## config.mk

```make
export PLATFORM = sky130hd
export DESIGN_NAME = weighted_sum_unit
export DESIGN_NICKNAME = d
export VERILOG_FILES = /design/src/rtl/ws_pkg.sv /design/src/rtl/ws_weight_mul.sv /design/src/rtl/ws_add_tree.sv /design/src/rtl/ws_temporal.sv /design/src/rtl/ws_spatial.sv /design/src/rtl/weighted_sum_unit.sv
export SDC_FILE = /design/constraint.sdc
export NUM_CORES = 1
export LEC_CHECK = 0
export ABC_AREA = 1
export BUFFER_PORTS_ARGS = -buffer_cell sky130_fd_sc_hd__buf_2
export CAP_MARGIN = 20
export CELL_PAD_IN_SITES_DETAIL_PLACEMENT = 1
export CELL_PAD_IN_SITES_GLOBAL_PLACEMENT = 2
export CORE_MARGIN = 4
export CORE_UTILIZATION = 30
export DETAILED_ROUTE_END_ITERATION = 6
export PLACE_DENSITY = 0.79
export SYNTH_ARGS = -nofsm -noshare
export SYNTH_HDL_FRONTEND = slang
export SYNTH_SLANG_ARGS = --single-unit
```

## constraint.sdc

```tcl
create_clock -name clk -period 2.6 [get_ports clk]
set_input_delay 0.52 -clock clk [delete_from_list [all_inputs] [get_ports clk]]
set_output_delay 0.52 -clock clk [all_outputs]
set_load 0.03 [all_outputs]
```

## src/rtl/ws_pkg.sv

```systemverilog
package ws_pkg;

    localparam int SCORE_W = 8;
    localparam int NTERMS  = 4;
    localparam int WGT_SUM = NTERMS * (NTERMS + 1) / 2;
    localparam int MAX_SUM = ((1 << SCORE_W) - 1) * WGT_SUM;
    localparam int RES_W   = $clog2(MAX_SUM + 1);
    localparam int WGT_W   = $clog2(NTERMS + 1);
    localparam int PROD_W  = SCORE_W + WGT_W;
    localparam int IDX_W   = $clog2(NTERMS);

    typedef logic [SCORE_W-1:0] score_t;
    typedef score_t [NTERMS-1:0] score_vec_t;
    typedef logic [PROD_W-1:0]  prod_t;
    typedef logic [RES_W-1:0]   sum_t;
    typedef logic [WGT_W-1:0]   wgt_t;
    typedef logic [IDX_W-1:0]   idx_t;

    typedef enum logic [1:0] {
        ST_IDLE,
        ST_MUL,
        ST_ADD,
        ST_DONE
    } seq_state_e;

    // Weight of term i in tenths: term 0 -> 1, term 3 -> 4.
    function automatic wgt_t term_weight(input int i);
        return wgt_t'(i + 1);
    endfunction

    // Full weighted total of a score set, in tenths.
    function automatic sum_t weighted_total(input score_vec_t s);
        sum_t acc;
        acc = '0;
        for (int i = 0; i < NTERMS; i++) begin
            acc = acc + sum_t'(s[i]) * sum_t'(term_weight(i));
        end
        return acc;
    endfunction

endpackage

```

## src/rtl/ws_weight_mul.sv

```systemverilog
module ws_weight_mul
    import ws_pkg::*;
(
    input  score_t score,
    input  wgt_t   weight,
    output prod_t  product
);

    assign product = prod_t'(score) * prod_t'(weight);

endmodule

```

## src/rtl/ws_add_tree.sv

```systemverilog
module ws_add_tree
    import ws_pkg::*;
#(
    parameter int N = NTERMS
)(
    input  prod_t [N-1:0] terms,
    output sum_t          total
);

    localparam int HALF = (N + 1) / 2;

    sum_t [HALF-1:0] pair_sum;

    // First level: pairwise adders.
    for (genvar p = 0; p < HALF; p++) begin : g_pair
        if (2 * p + 1 < N) begin : g_two
            assign pair_sum[p] = sum_t'(terms[2*p]) + sum_t'(terms[2*p+1]);
        end else begin : g_one
            assign pair_sum[p] = sum_t'(terms[2*p]);
        end
    end

    // Second level: combine the pair sums.
    always_comb begin
        total = '0;
        for (int p = 0; p < HALF; p++) begin
            total = total + pair_sum[p];
        end
    end

endmodule

```

## src/rtl/ws_temporal.sv

```systemverilog
module ws_temporal
    import ws_pkg::*;
(
    input  logic       clk,
    input  logic       rst_n,
    input  logic       in_valid,
    output logic       in_ready,
    input  score_vec_t scores,
    output logic       out_valid,
    output sum_t       out_sum
);

    localparam idx_t LAST_IDX = idx_t'(NTERMS - 1);

    seq_state_e state, state_nx;
    idx_t       idx;
    score_vec_t held;
    prod_t      tmp;
    sum_t       acc;
    prod_t      mul_out;

    ws_weight_mul u_mul (
        .score   (held[idx]),
        .weight  (term_weight(int'(idx))),
        .product (mul_out)
    );

    // State register.
    always_ff @(posedge clk or negedge rst_n) begin
        if (!rst_n) begin
            state <= ST_IDLE;
        end else begin
            state <= state_nx;
        end
    end

    // Next-state logic.
    always_comb begin
        state_nx = state;
        unique case (state)
            ST_IDLE: if (in_valid) state_nx = ST_MUL;
            ST_MUL:  state_nx = ST_ADD;
            ST_ADD:  state_nx = (idx == LAST_IDX) ? ST_DONE : ST_MUL;
            ST_DONE: state_nx = ST_IDLE;
            default: state_nx = ST_IDLE;
        endcase
    end

    // Datapath: operand latch, product register, accumulator, term index.
    always_ff @(posedge clk or negedge rst_n) begin
        if (!rst_n) begin
            held <= '0;
            tmp  <= '0;
            acc  <= '0;
            idx  <= '0;
        end else begin
            unique case (state)
                ST_IDLE: begin
                    if (in_valid) begin
                        held <= scores;
                        acc  <= '0;
                        idx  <= '0;
                    end
                end
                ST_MUL: tmp <= mul_out;
                ST_ADD: begin
                    acc <= acc + sum_t'(tmp);
                    idx <= idx + idx_t'(1);
                end
                ST_DONE: ;
                default: ;
            endcase
        end
    end

    // Outputs.
    always_comb begin
        in_ready  = (state == ST_IDLE);
        out_valid = (state == ST_DONE);
        out_sum   = acc;
    end

endmodule

```

## src/rtl/ws_spatial.sv

```systemverilog
module ws_spatial
    import ws_pkg::*;
(
    input  logic       clk,
    input  logic       rst_n,
    input  logic       in_valid,
    output logic       in_ready,
    input  score_vec_t scores,
    output logic       out_valid,
    output sum_t       out_sum
);

    prod_t [NTERMS-1:0] prod_c;
    prod_t [NTERMS-1:0] prod_q;
    logic               stg1_valid;
    sum_t               tree_sum;
    sum_t               sum_q;
    logic               stg2_valid;

    for (genvar t = 0; t < NTERMS; t++) begin : g_term
        ws_weight_mul u_mul (
            .score   (scores[t]),
            .weight  (term_weight(t)),
            .product (prod_c[t])
        );
    end

    ws_add_tree #(.N(NTERMS)) u_tree (
        .terms (prod_q),
        .total (tree_sum)
    );

    // Multiply stage.
    always_ff @(posedge clk or negedge rst_n) begin
        if (!rst_n) begin
            prod_q     <= '0;
            stg1_valid <= 1'b0;
        end else begin
            prod_q     <= prod_c;
            stg1_valid <= in_valid;
        end
    end

    // Adder-tree stage.
    always_ff @(posedge clk or negedge rst_n) begin
        if (!rst_n) begin
            sum_q      <= '0;
            stg2_valid <= 1'b0;
        end else begin
            sum_q      <= tree_sum;
            stg2_valid <= stg1_valid;
        end
    end

    always_comb begin
        in_ready  = 1'b1;
        out_valid = stg2_valid;
        out_sum   = sum_q;
    end

endmodule

```

## src/rtl/weighted_sum_unit.sv

```systemverilog
module weighted_sum_unit
    import ws_pkg::*;
#(
    parameter bit SPATIAL = 1'b0
)(
    input  logic             clk,
    input  logic             rst_n,
    input  logic             in_valid,
    output logic             in_ready,
    input  logic [7:0]       score_a,
    input  logic [7:0]       score_b,
    input  logic [7:0]       score_c,
    input  logic [7:0]       score_d,
    output logic             out_valid,
    output logic [RES_W-1:0] out_sum
);

    score_vec_t scores;

    always_comb begin
        scores[0] = score_a;
        scores[1] = score_b;
        scores[2] = score_c;
        scores[3] = score_d;
    end

    if (SPATIAL) begin : g_spatial
        ws_spatial u_core (
            .clk       (clk),
            .rst_n     (rst_n),
            .in_valid  (in_valid),
            .in_ready  (in_ready),
            .scores    (scores),
            .out_valid (out_valid),
            .out_sum   (out_sum)
        );
    end else begin : g_temporal
        ws_temporal u_core (
            .clk       (clk),
            .rst_n     (rst_n),
            .in_valid  (in_valid),
            .in_ready  (in_ready),
            .scores    (scores),
            .out_valid (out_valid),
            .out_sum   (out_sum)
        );
    end

endmodule

```

==> results.toml <==
[power]
switching_share = 0.4428
clock_power_share = 0.180
finalPower_w = 0.007145
power.internal_w = 0.003981
p_per_area_mw_per_mm2 = 1433
power_frac_seq = 0.232
cellLeakagePower_nw = 2.687
ir_worst_vdd_mv = 0.4892
switchingPower_w = 0.003164
p_comb_frac = 0.588

[routing]
via_count = 3519
wl_per_cell_microns = 14.56
wl_met3_microns = 300
drc_errors = 0
viasPerCell = 4.723
drt_pre_antenna_iters = 4
dr_wl_met2_microns = 5448
wl_met1_microns = 4850
first_iter_violations = 101
drtAntennaViolNets = 0
routed_wl_microns = 10850
top_layer = "met4"

[sta]
max_freq_ghz = 0.3701
hold_violations = 0
finalSetupViolCount = 5
rsz0062_at_grt = "true"
finalCriticalPeriod_ps = 2702
clock_skew_ps = 11.62
relSlewSlack = 0.4747
worstMarginPinSlew_ps = 787.9
fin_crit_sh = 1.039
worst_slack_ps = -101.6
slew_violations = 0
finalSetupTns_ps = -245.6

[placed_design]
port_buffers = 48
dp_slack_ps = -227.8
gp_congestion = 0.8266
dp_hpwl_microns = 7838
place_inst = 715

[cts]
clk_latency_ps = 340
clock_sinks = 59
clockBufferDepth = 2
path_clk_slew_ps = 60
cts_hold_buf = 0
cts_tree = "built"
cts.htree.levels = 3
root_buffer = "clkbuf_16"
cts_made_buffers = 9

[worst_setup_path]
r2r_end = "g_temporal.u_core.tmp[8]"
crit_chain = "buf_6, nand2_2, a32o_2, or2_1, fa_1, inv_2, ha_4, nand2_2, inv_2, nand4_1, nand3_1, nand2_1, nand3_2, nand2_1"
worstPathMaxFanout = 7
worstSetupStartpointType = "flop"
arrival_ps = 2930
r2r_setup_slack_ps = -100
cp-end-kind = "flop"
worst_path_largest_cell_delay_ps = 530
r2r_cells = 14
critPathSlowestCell = "fa_1"
path_class = "reg2reg"
rr_startpoint = "g_temporal.u_core.idx[0]"
worstPathRequired_ps = 2830

[worst_hold_path]
min_path_type = "in2async"

[synth]
yosysWarnings = 0
syn-num-nets = 570
netlist-cell-type-count = 30
ys_seq_area_frac = 0.4012
syn_inst = 505
avgSynthCellArea_sq_um = 7.287
netlist_area_sq_mm = 0.003680
ys_ff_latch = 59

[finish]
layout.nets = 658
seqCellArea_sq_mm = 0.001479
nFillCells = 1499
instances_no_fill = 745
multi_input_area_sq_mm = 0.002211
postLayoutCoreUtil = 0.4151
area_growth_pct = 35.50
antenna_cells = 0
drive_gt1_frac = 0.2960

[status]
violations = "setup timing"
status = "complete, but fails checks"

[floorplan]
boundaryPins = 49
initial_core_util = 0.3064
core-area_sq_mm = 0.01201
rows = 40
die_y_microns = 118.8
die_w_microns = 118.8
die_area_sq_mm = 0.01410

[global_route]
grtUsageTotal = 0.1682
grt_pass1_wl_microns = 18960
grt_max_degree = 60
grt-ovfl-total = 0
grt_pass1_vias = 3928
grt_antenna_before_repair = 0

[job]
max-cap-violations = 0
==> sequential cells by signal, indices dropped and copies added, names as in the netlist <==
register and count:
g_temporal.u_core.idx 2, g_temporal.u_core.held 32, g_temporal.u_core.state 2, g_temporal.u_core.tmp 11, g_temporal.u_core.out_sum 12
==> cells in the final DEF, fill, tap and decap left out, types with 5 or more instances in the layout <==
master,instances
o21ai_0,7
fa_1,6
nand2_2,12
nand2_1,216
ha_1,13
clkbuf_16,9
nor2_2,7
buf_6,6
ha_4,7
o21ai_1,9
buf_4,36
a21oi_1,8
nand4_1,5
buf_2,48
nor2_1,24
inv_1,41
dfrtp_1,57
nand3_2,7
nand3_1,21
inv_2,10
==> critical path: cells and delay by family (launching register included) <==
kind	cells	cell delay, ps
buf+inv	3	270
compound gates	1	270
fa+ha+maj	2	830
simple gates	8	720
flops	1	500
==> how the worst max path moves through the flow <==
stage,from,end,slack (ps),depth (start not counted)
after CTS,g_temporal.u_core.idx[0],g_temporal.u_core.tmp[9],-80,15
final,g_temporal.u_core.idx[0],g_temporal.u_core.tmp[8],-100,14
after detailed placement,g_temporal.u_core.idx[0],g_temporal.u_core.tmp[9],-230,13
after floorplan,g_temporal.u_core.idx[0],g_temporal.u_core.tmp[6],5,16
after global placement,g_temporal.u_core.idx[0],g_temporal.u_core.tmp[8],-110,15
after global routing,g_temporal.u_core.idx[0],g_temporal.u_core.tmp[8],-240,14
==> Yosys cell counts <==
library cell	number	area share
a22o_1	1	0.0024
dfrtp_1	59	0.40
a21oi_1	11	0.015
o22ai_1	5	0.0085
o21ai_0	12	0.016
or2_1	1	0.0017
nor2_1	31	0.032
o21a_1	1	0.0020
buf_2	6	0.0082
or2_2	1	0.0017
xnor2_1	3	0.0071
nand3b_1	2	0.0041
a32o_2	1	0.0031
a31oi_1	2	0.0034
a32o_1	1	0.0027
nand2_2	1	0.0017
xor2_1	1	0.0024
ha_1	22	0.075
buf_4	3	0.0061
inv_2	4	0.0041
inv_1	49	0.050
o21ai_1	7	0.0095
nor2_2	3	0.0051
nand4_1	5	0.0085
nand2_1	230	0.23
o31ai_1	1	0.0020
buf_6	2	0.0061
fa_1	8	0.044
clkbuf_1	3	0.0031
nand3_1	29	0.039
==> logic make-up after synthesis <==
| logic type | after synthesis | synth area share |
|---|---|---|
| DFF | 59 | 0.4012 |
| buffers and inverters | 67 | 0.07752 |
| AOI/OAI and AO/OA | 42 | 0.06494 |
| xor gates and xnor gates | 4 | 0.009522 |
| and+or+nand+nor | 303 | 0.3285 |
| adders and majority gates | 30 | 0.1183 |
==> cell type report <==
class,instances,area share
well taps,147,0.03689
clock inverters,6,0.01807
repair inverters,1,0.001255
inverters,53,0.04191
repair buffers,90,0.1159
multi-input cells,379,0.4434
clock buffers,10,0.04592
flip-flops and latches,59,0.2966
==> through the flow <==
step / hold WS (ps) / instance area [sq um]
final: 316.7 / 4986
after global routing: 373.1 / 4986
after CTS: 358.6 / 4815
after detailed placement: 469.9 / 4244
after global placement: 467.4 / 4244
after floorplan: 224.4 / 3696
==> what timing repair did <==
action	4_1_cts	5_1_grt
cloned	1	0
resized for setup	46	40
pin swaps	21	29
endpoints found under the setup margin	7	8
buffers inserted	8	5
==> layer usage <==
metal / global-route usage / up-vias
met5: 0 / -
met4: 0.07386 / 0
met3: 0.03158 / 16
met2: 0.2941 / 45
met1: 0.2003 / 1688
li1: - / 1770
==> power by group through the flow <==
| stage | clock network [W] | registers [W] | logic [W] |
|---|---|---|---|
| floorplan | 0 | 0.00165 | 0.00213 |
| global placement | 0 | 0.00163 | 0.00317 |
| detailed placement | 0 | 0.00163 | 0.00327 |
| CTS | 0.00132 | 0.00165 | 0.00380 |
| global route | 0.00136 | 0.00171 | 0.00476 |
| finish | 0.00129 | 0.00166 | 0.00420 |
Power figures use the tool's default switching activity.
